### config.mk
export PLATFORM = sky130hd
export DESIGN_NAME = gpio_irq_bank
export DESIGN_NICKNAME = d
export VERILOG_FILES = /design/src/rtl/gpio_irq_pkg.sv /design/src/rtl/gpio_pin_cfg.sv /design/src/rtl/gpio_pin_trig.sv /design/src/rtl/gpio_irq_bank.sv
export SDC_FILE = /design/constraint.sdc
export NUM_CORES = 1
export LEC_CHECK = 0
export BUFFER_PORTS_ARGS = -buffer_cell sky130_fd_sc_hd__buf_2
export CAP_MARGIN = 10
export CORE_MARGIN = 1
export CORE_UTILIZATION = 35
export DETAILED_ROUTE_END_ITERATION = 6
export HOLD_SLACK_MARGIN = 0.03
export SETUP_SLACK_MARGIN = 0.3
export SYNTH_ARGS = -nofsm -noshare
export SYNTH_HDL_FRONTEND = slang
export SYNTH_SLANG_ARGS = --single-unit
### constraint.sdc
create_clock -name clk -period 1.55 [get_ports clk]
set_input_delay 0.31 -clock clk [delete_from_list [all_inputs] [get_ports clk]]
set_output_delay 0.31 -clock clk [all_outputs]
set_load 0.005 [all_outputs]
### src/rtl/gpio_irq_pkg.sv
package gpio_irq_pkg;

    localparam int WORD_W   = 16;
    localparam int CFG_W    = 12;

    localparam int B_OE     = 6;
    localparam int B_OVAL   = 7;
    localparam int B_PINSTS = 12;
    localparam int B_ISTS   = 13;
    localparam int B_WSTS   = 14;

    typedef enum logic [1:0] {
        TRG_LOW_FALL  = 2'b00,
        TRG_HIGH_RISE = 2'b01,
        TRG_BOTH      = 2'b10,
        TRG_NONE      = 2'b11
    } trg_sel_e;

    // Packed so that bit positions match the configuration word
    typedef struct packed {
        logic [1:0] drv;
        logic [1:0] pull;
        logic       oval;
        logic       oen;
        logic       wake_en;
        logic       unmask;
        logic       int_en;
        trg_sel_e   trg;
        logic       level;
    } pin_cfg_t;

    function automatic pin_cfg_t word_to_cfg(input logic [WORD_W-1:0] w);
        return pin_cfg_t'(w[CFG_W-1:0]);
    endfunction

endpackage

### src/rtl/gpio_pin_cfg.sv
module gpio_pin_cfg
    import gpio_irq_pkg::*;
(
    input  logic              clk,
    input  logic              rst_n,
    input  logic              wr_i,
    input  logic [WORD_W-1:0] data_i,
    output pin_cfg_t          cfg_o,
    output logic              clr_int_o,
    output logic              clr_wake_o
);

    typedef struct packed {
        pin_cfg_t cfg;
    } cfg_state_t;

    cfg_state_t st_d, st_q;

    always_comb begin
        st_d = st_q;
        if (wr_i) begin
            st_d.cfg = word_to_cfg(data_i);
        end
    end

    always_ff @(posedge clk or negedge rst_n) begin
        if (!rst_n) begin
            st_q <= '0;
        end else begin
            st_q <= st_d;
        end
    end

    assign cfg_o      = st_q.cfg;
    assign clr_int_o  = wr_i && data_i[B_ISTS];
    assign clr_wake_o = wr_i && data_i[B_WSTS];

    // configuration only changes on an addressed write
    a_r12_cfg_hold: assert property (@(posedge clk) disable iff (!rst_n)
        !wr_i |=> $stable(st_q.cfg));

endmodule

### src/rtl/gpio_pin_trig.sv
module gpio_pin_trig
    import gpio_irq_pkg::*;
(
    input  logic     clk,
    input  logic     rst_n,
    input  logic     din_i,
    input  pin_cfg_t cfg_i,
    input  logic     clr_int_i,
    input  logic     clr_wake_i,
    output logic     int_sts_o,
    output logic     wake_sts_o,
    output logic     irq_o
);

    typedef struct packed {
        logic prev;
        logic ists;
        logic wsts;
    } trig_state_t;

    trig_state_t st_d, st_q;
    logic rise, fall, hit;

    always_comb begin
        rise = din_i && !st_q.prev;
        fall = !din_i && st_q.prev;
        case (cfg_i.trg)
            TRG_LOW_FALL:  hit = cfg_i.level ? !din_i : fall;
            TRG_HIGH_RISE: hit = cfg_i.level ? din_i  : rise;
            TRG_BOTH:      hit = cfg_i.level ? 1'b0   : (rise || fall);
            default:       hit = 1'b0;
        endcase

        st_d      = st_q;
        st_d.prev = din_i;
        // a new trigger outranks a clear in the same cycle
        st_d.ists = (cfg_i.int_en && hit) || (st_q.ists && !clr_int_i);
        st_d.wsts = (cfg_i.wake_en && hit) || (st_q.wsts && !clr_wake_i);
    end

    always_ff @(posedge clk or negedge rst_n) begin
        if (!rst_n) begin
            st_q <= '0;
        end else begin
            st_q <= st_d;
        end
    end

    assign int_sts_o  = st_q.ists;
    assign wake_sts_o = st_q.wsts;
    assign irq_o      = st_q.ists && cfg_i.int_en && cfg_i.unmask;

    // an enabled rising edge under select 01 latches the status
    a_r3_rise_sets: assert property (@(posedge clk) disable iff (!rst_n)
        (!cfg_i.level && cfg_i.trg == TRG_HIGH_RISE && cfg_i.int_en
         && din_i && !st_q.prev) |=> st_q.ists);

    // without enable the interrupt status cannot rise
    a_r5_no_set_disabled: assert property (@(posedge clk) disable iff (!rst_n)
        (!cfg_i.int_en && !st_q.ists) |=> !st_q.ists);

    // a clear without a trigger empties the status
    a_r7_clear: assert property (@(posedge clk) disable iff (!rst_n)
        (clr_int_i && !hit) |=> !st_q.ists);

    // trigger and clear together leave the status set
    a_r8_set_wins: assert property (@(posedge clk) disable iff (!rst_n)
        (hit && cfg_i.int_en && clr_int_i) |=> st_q.ists);

    // wake status stays clear without wake enable
    a_r9_wake_gate: assert property (@(posedge clk) disable iff (!rst_n)
        (!cfg_i.wake_en && !st_q.wsts) |=> !st_q.wsts);

endmodule

### src/rtl/gpio_irq_bank.sv
module gpio_irq_bank
    import gpio_irq_pkg::*;
#(
    parameter int NUM_PINS = 4,
    localparam int SEL_W   = (NUM_PINS > 1) ? $clog2(NUM_PINS) : 1
) (
    input  logic                clk,
    input  logic                rst_n,
    input  logic [NUM_PINS-1:0] pad_in,
    input  logic                wr_en,
    input  logic [SEL_W-1:0]    wr_sel,
    input  logic [WORD_W-1:0]   wr_data,
    input  logic [SEL_W-1:0]    rd_sel,
    output logic [WORD_W-1:0]   rd_data,
    output logic [NUM_PINS-1:0] pad_oe,
    output logic [NUM_PINS-1:0] pad_out,
    output logic [NUM_PINS-1:0] irq_vec,
    output logic [NUM_PINS-1:0] pend_vec,
    output logic                irq
);

    pin_cfg_t          cfg_w   [NUM_PINS];
    logic [WORD_W-1:0] word_w  [NUM_PINS];
    logic [NUM_PINS-1:0] ists_w, wsts_w;

    for (genvar p = 0; p < NUM_PINS; p++) begin : g_pin
        logic sel_wr, clr_i, clr_w;

        assign sel_wr = wr_en && (wr_sel == SEL_W'(p));

        gpio_pin_cfg u_cfg (
            .clk        (clk),
            .rst_n      (rst_n),
            .wr_i       (sel_wr),
            .data_i     (wr_data),
            .cfg_o      (cfg_w[p]),
            .clr_int_o  (clr_i),
            .clr_wake_o (clr_w)
        );

        gpio_pin_trig u_trig (
            .clk        (clk),
            .rst_n      (rst_n),
            .din_i      (pad_in[p]),
            .cfg_i      (cfg_w[p]),
            .clr_int_i  (clr_i),
            .clr_wake_i (clr_w),
            .int_sts_o  (ists_w[p]),
            .wake_sts_o (wsts_w[p]),
            .irq_o      (irq_vec[p])
        );

        always_comb begin
            word_w[p]           = '0;
            word_w[p][CFG_W-1:0] = cfg_w[p];
            word_w[p][B_PINSTS] = cfg_w[p].oen ? cfg_w[p].oval : pad_in[p];
            word_w[p][B_ISTS]   = ists_w[p];
            word_w[p][B_WSTS]   = wsts_w[p];
        end

        assign pad_oe[p]   = cfg_w[p].oen;
        assign pad_out[p]  = cfg_w[p].oval;
        assign pend_vec[p] = ists_w[p] || wsts_w[p];
    end

    assign rd_data = word_w[rd_sel];
    assign irq     = |irq_vec;

    // pad drive only moves after a write
    a_r10_pad_stable: assert property (@(posedge clk) disable iff (!rst_n)
        !wr_en |=> ($stable(pad_oe) && $stable(pad_out)));

    // a request implies the pin is pending
    a_r6_req_pending: assert property (@(posedge clk) disable iff (!rst_n)
        (irq_vec & ~pend_vec) == '0);

endmodule

======== Word-level counts from Yosys, hierarchy flattened ========
Index checks and enable logic that the tools add are counted.
word-level totals
  register bits ........................... 60
  bits of input ports ..................... 27
  word-level logic and storage cells ...... 166
operators by class
  magnitude comparators ................... 1
  equal/unequal tests ..................... 11
  mux-type cells .......................... 23
  bitwise operators ....................... 1
  reductions and logical operators ........ 82
operators with widths
  operator            count
  $logic_and 1x1->1   44
  $bmux 16 s2         1
  $mux 16             2
  $logic_not 1->1     16
  $logic_or 1x1->1    16
  $mux 1              16
  $eq 2x2->1 const B  6
  $pmux 1 s3          4
  $eq 2x1->1 const B  5
  $logic_not 2->1     5
  $reduce_or 4->1     1
  $ge 3x3->1 const B  1
  $not 2->3           1

======== Depth between registers and ports, before layout ========
  depth after elaboration ................. 7
  mapped depth ............................ 5
  gate-level depth less buffers ........... 5

======== By module ========
From an unflattened synthesis, not the netlist that was laid out.
unflattened totals
  cell total of the unflattened synthesis .. 234
  area total of the unflattened synthesis .. 3270.6 um^2
modules (own cells, without submodules)
  module         times used  cells an instance  area an instance (um^2)  sequential area each (um^2)
  gpio_pin_cfg   4           27                 491.7                    300.3
  gpio_pin_trig  4           23                 202.7                    75.1
  gpio_irq_bank  1           34                 493.0                    0.0

======== Worst setup path after synthesis ========
OpenSTA, ideal clock, no wires.
  kind .................................... in2out
  from .................................... in rd_sel[0]
  to ...................................... out rd_data[10]
  arrival ................................. 1241 ps
  data required time ...................... 1240 ps
  slack ................................... -1 ps
  stages on the path ...................... 3
  buffers on the path ..................... 2
  path through ............................ buf_2 -> buf_4 -> mux4_2
between the ends
  word-level cells in the longest chain between the ends .. 4
RTL lines
  element                                      line                 source
  start: declaration                           gpio_irq_bank.sv:13  input logic [SEL_W-1:0] rd_sel,
  $not 2->3 (implied by the code)              gpio_irq_bank.sv:66  assign rd_data = word_w[rd_sel];
  $bmux 16 s2                                  gpio_irq_bank.sv:66
  $mux 16 (implied by the code) (2 in series)  gpio_irq_bank.sv:66
  end: declaration                             gpio_irq_bank.sv:14  output logic [WORD_W-1:0] rd_data,
No other way between the ends. The select of a mux whose other input is x is not followed.

======== Worst setup path in the final report ========
  from .................................... reg g_pin[1].u_trig.st_q (netlist bit g_pin[1].u_trig.int_sts_o)
  to ...................................... out irq
between the ends
  word-level cells in the longest chain between the ends .. 3
RTL lines
  element                          line                 source
  start: declaration               gpio_pin_trig.sv:21  trig_state_t st_d, st_q;
  start signal: assignment         gpio_pin_trig.sv:45  st_q <= st_d;
  $logic_and 1x1->1 (2 in series)  gpio_pin_trig.sv:51  assign irq_o = st_q.ists && cfg_i.int_en && cfg_i.unmask;
  $reduce_or 4->1                  gpio_irq_bank.sv:67  assign irq = |irq_vec;
  end: declaration                 gpio_irq_bank.sv:19  output logic irq
No other way between the ends.

==> qor.yml <==
run_status: "complete, but fails checks"
violations: "negative setup slack"
hold_start: "pad_in[0]"
arrival_ns: 1.54
cts_tree: "done"
yosys_warnings: 0
ys_seq_area_share_pct: 47.3
numCtsBuffers: 9
grt_pass1_vias: 2467
netlist_area_mm2: 0.00317
syn_to_final_growth_pct: 41.5
drive_above_1_share_pct: 61.8
max_freq_mhz: 540
criticalPathCategory: "flip-flop to output port"
synthDistinctLibCells: 25
grt-ovfl-total: 0
antenna_found_initial: 0
clkLatencyLatePin_ns: 0.34
synth_top_cell_by_area: "dfrtp_1"
track_usage_pct: 17.5
skew_ns: 0.00472
path_clk_slew_ns: 0.06
totalWireLength_um: 7910
ff2ff_path_depth: 6
core-area_mm2: 0.00876
async_flop_share_pct: 100
synth_commonest_cells: "dfrtp_1, mux2_2, inv_1"
p_leak_nw: 2.07
rsz0062_at_grt: "yes"
cap_viol_max_count: 0
initial_core_util_pct: 36.2
wl_per_cell_um: 16.9
grt_max_degree: 28
synth.top_cell.area_share_pct: 47.3
clockBufferDepth: 2
fillers: 793
post-synth-top-count-cell: "dfrtp_1"
drtIter0Drc: 62
synthTopCellsByArea: "dfrtp_1, mux2_2, mux4_2"
diodes: 0
synth_edf_count: 0
critPathMaxFanout: 2
pin_count: 60
avgSynthCellArea_um2: 13.1
holdWs_ns: 0.188
finalMaxSlewViolations: 0
fin_crit_sh_pct: 120
dieArea_mm2: 0.00945
r2r_start: "g_pin[0].u_cfg.cfg_o[0]$_DFFE_PN0N_"
rrSetupSlack_ns: 0.10
min_path_type: "primary input to flip-flop"
row_count: 34
irDropWorstVdd_v: 0.000526
setup_viol: 18
min_to: "g_pin[0].u_trig.st_q[2]$_DFF_PN0_"
h-tree-depth: 3
synth_flop_cell: "dfrtp_1"
place_ws_ns: -0.0241
setup_slack_ns: -0.303
synth_fp_nets: 277
drc: 0
ys_ff_latch: 60
ctsRootBufferMaster: "clkbuf_8"
gp_congestion: 0.769
vias: 2361
startpoint_type: "flip-flop"
drtAntennaViolNets: 0
worst_setup_path_end_kind: "output port"
min_period_ns: 1.85
holdPathStages: 1
drtPass1Iterations: 4
hold_violations: 0
power_per_cell_area_mw_per_mm2: 1200
worstReg2RegEnd: "g_pin[0].u_trig.wake_sts_o$_DFF_PN0_"
post-dp-hpwl_um: 5490
grt_pass1_wl_um: 12800
required_ns: 1.24
port_buffers: 56
nets: 392
fp.dieH_um: 97.2
die_w_um: 97.2
cts.sink_count: 60
avgViaCountPerCell: 5.03
syn-instance-count: 242
final cells by class:
class                      count  area (um^2)  area share [%]
inverter                      23         86.3            1.92
timing repair buffer         125         1050            23.5
tap                          108          135            3.01
sequential                    60         1500            33.4
clock inverter                 2         10.0           0.223
clock buffer                  13          159            3.54
multi-input combinational    138         1550            34.4
worst max-delay path, cell delays in order, from the launching register on:
cell and delay (ns):
dfrtp_1 0.38, and3_4 0.19, or4_1 0.50, buf_2 0.14
per-layer routing:
metal / part of all wire, % / up-vias / GRT usage (%)
li1: - / 1094 / -
met1: 44 / 1195 / 21.9
met2: 51 / 60 / 29.7
met3: 3.8 / 12 / 4.89
met4: 1.4 / 0 / 4.98
met5: 0 / - / 0
sequential cells by signal (all words and copies together), names as in the netlist:
register,flops
g_pin.u_cfg.cfg_o,48
g_pin.u_trig.int_sts_o,4
g_pin.u_trig.st_q,4
g_pin.u_trig.wake_sts_o,4
per-stage QoR:
stage | TNS, ns | cells | area, um^2 | utilization (%) | power, mW
after floorplan | 0 | 242 | 3210 | - | 2.94
after global placement | -0.135 | 413 | 3750 | 42.8 | 3.47
after detailed placement | -0.129 | 413 | 3750 | 42.8 | 3.52
after CTS | -2.68 | 456 | 4280 | 48.8 | 5.19
after global routing | -3.49 | 469 | 4490 | 51.2 | 5.69
final | -2.50 | 469 | 4490 | 51.2 | 5.38
cell families after synthesis:
logic type / Yosys count / share of synthesized area [%]
AOI/OAI and AO/OA: 29 / 6.15
and+or+nand+nor: 32 / 6.39
other: 1 / 0.118
adders and majority gates: 8 / 3.15
DFF: 60 / 47.3
buffers and inverters: 44 / 7.57
muxes: 68 / 29.3
report_power, final:
| group | switching, mW | total (mW) | leakage (nW) | internal [mW] |
|---|---|---|---|---|
| registers | 0.215 | 2.11 | 0.699 | 1.89 |
| clock network | 0.572 | 1.23 | 0.0893 | 0.654 |
| logic | 0.735 | 2.05 | 1.28 | 1.31 |
| total | 1.52 | 5.38 | 2.07 | 3.86 |
worst max path at each step:
stage | from | end | slack (ns) | depth (start not counted)
after floorplan | g_pin[2].u_trig.int_sts_o$_DFF_PN0_ | irq | 0.17 | 2
after global placement | rd_sel[0] | rd_data[2] | -0.03 | 4
after detailed placement | rd_sel[0] | rd_data[2] | -0.02 | 4
after CTS | g_pin[0].u_cfg.cfg_o[6]$_DFFE_PN0N_ | rd_data[12] | -0.31 | 4
after global routing | g_pin[1].u_trig.int_sts_o$_DFF_PN0_ | irq | -0.36 | 3
final | g_pin[1].u_trig.int_sts_o$_DFF_PN0_ | irq | -0.30 | 3
cells in the final DEF, fill, tap and decap left out, drive strengths merged:
cell,count
o21ai,12
nor2b,9
clkbuf,13
o311ai,3
nand2,3
a21bo,2
mux2i,4
mux4,15
a31oi,1
o211ai,10
mux2,49
buf,124
conb,1
nor4b,1
nand3,7
dlygate4sd3,1
a211oi,1
or2,4
and3,4
nor3b,1
inv,23
dfrtp,60
clkinv,2
or4,1
nand3b,2
ha,8
timing repair:
action                     in CTS  in global routing
hold buffers                    1                  0
cloned                          0                  0
hold endpoints to repair       15                  0
setup endpoints to repair      36                 37
pin swaps                       9                  7
buffers inserted               27                 13
resized for setup              38                 25
Note: power is estimated with default switching activity, not from simulation.
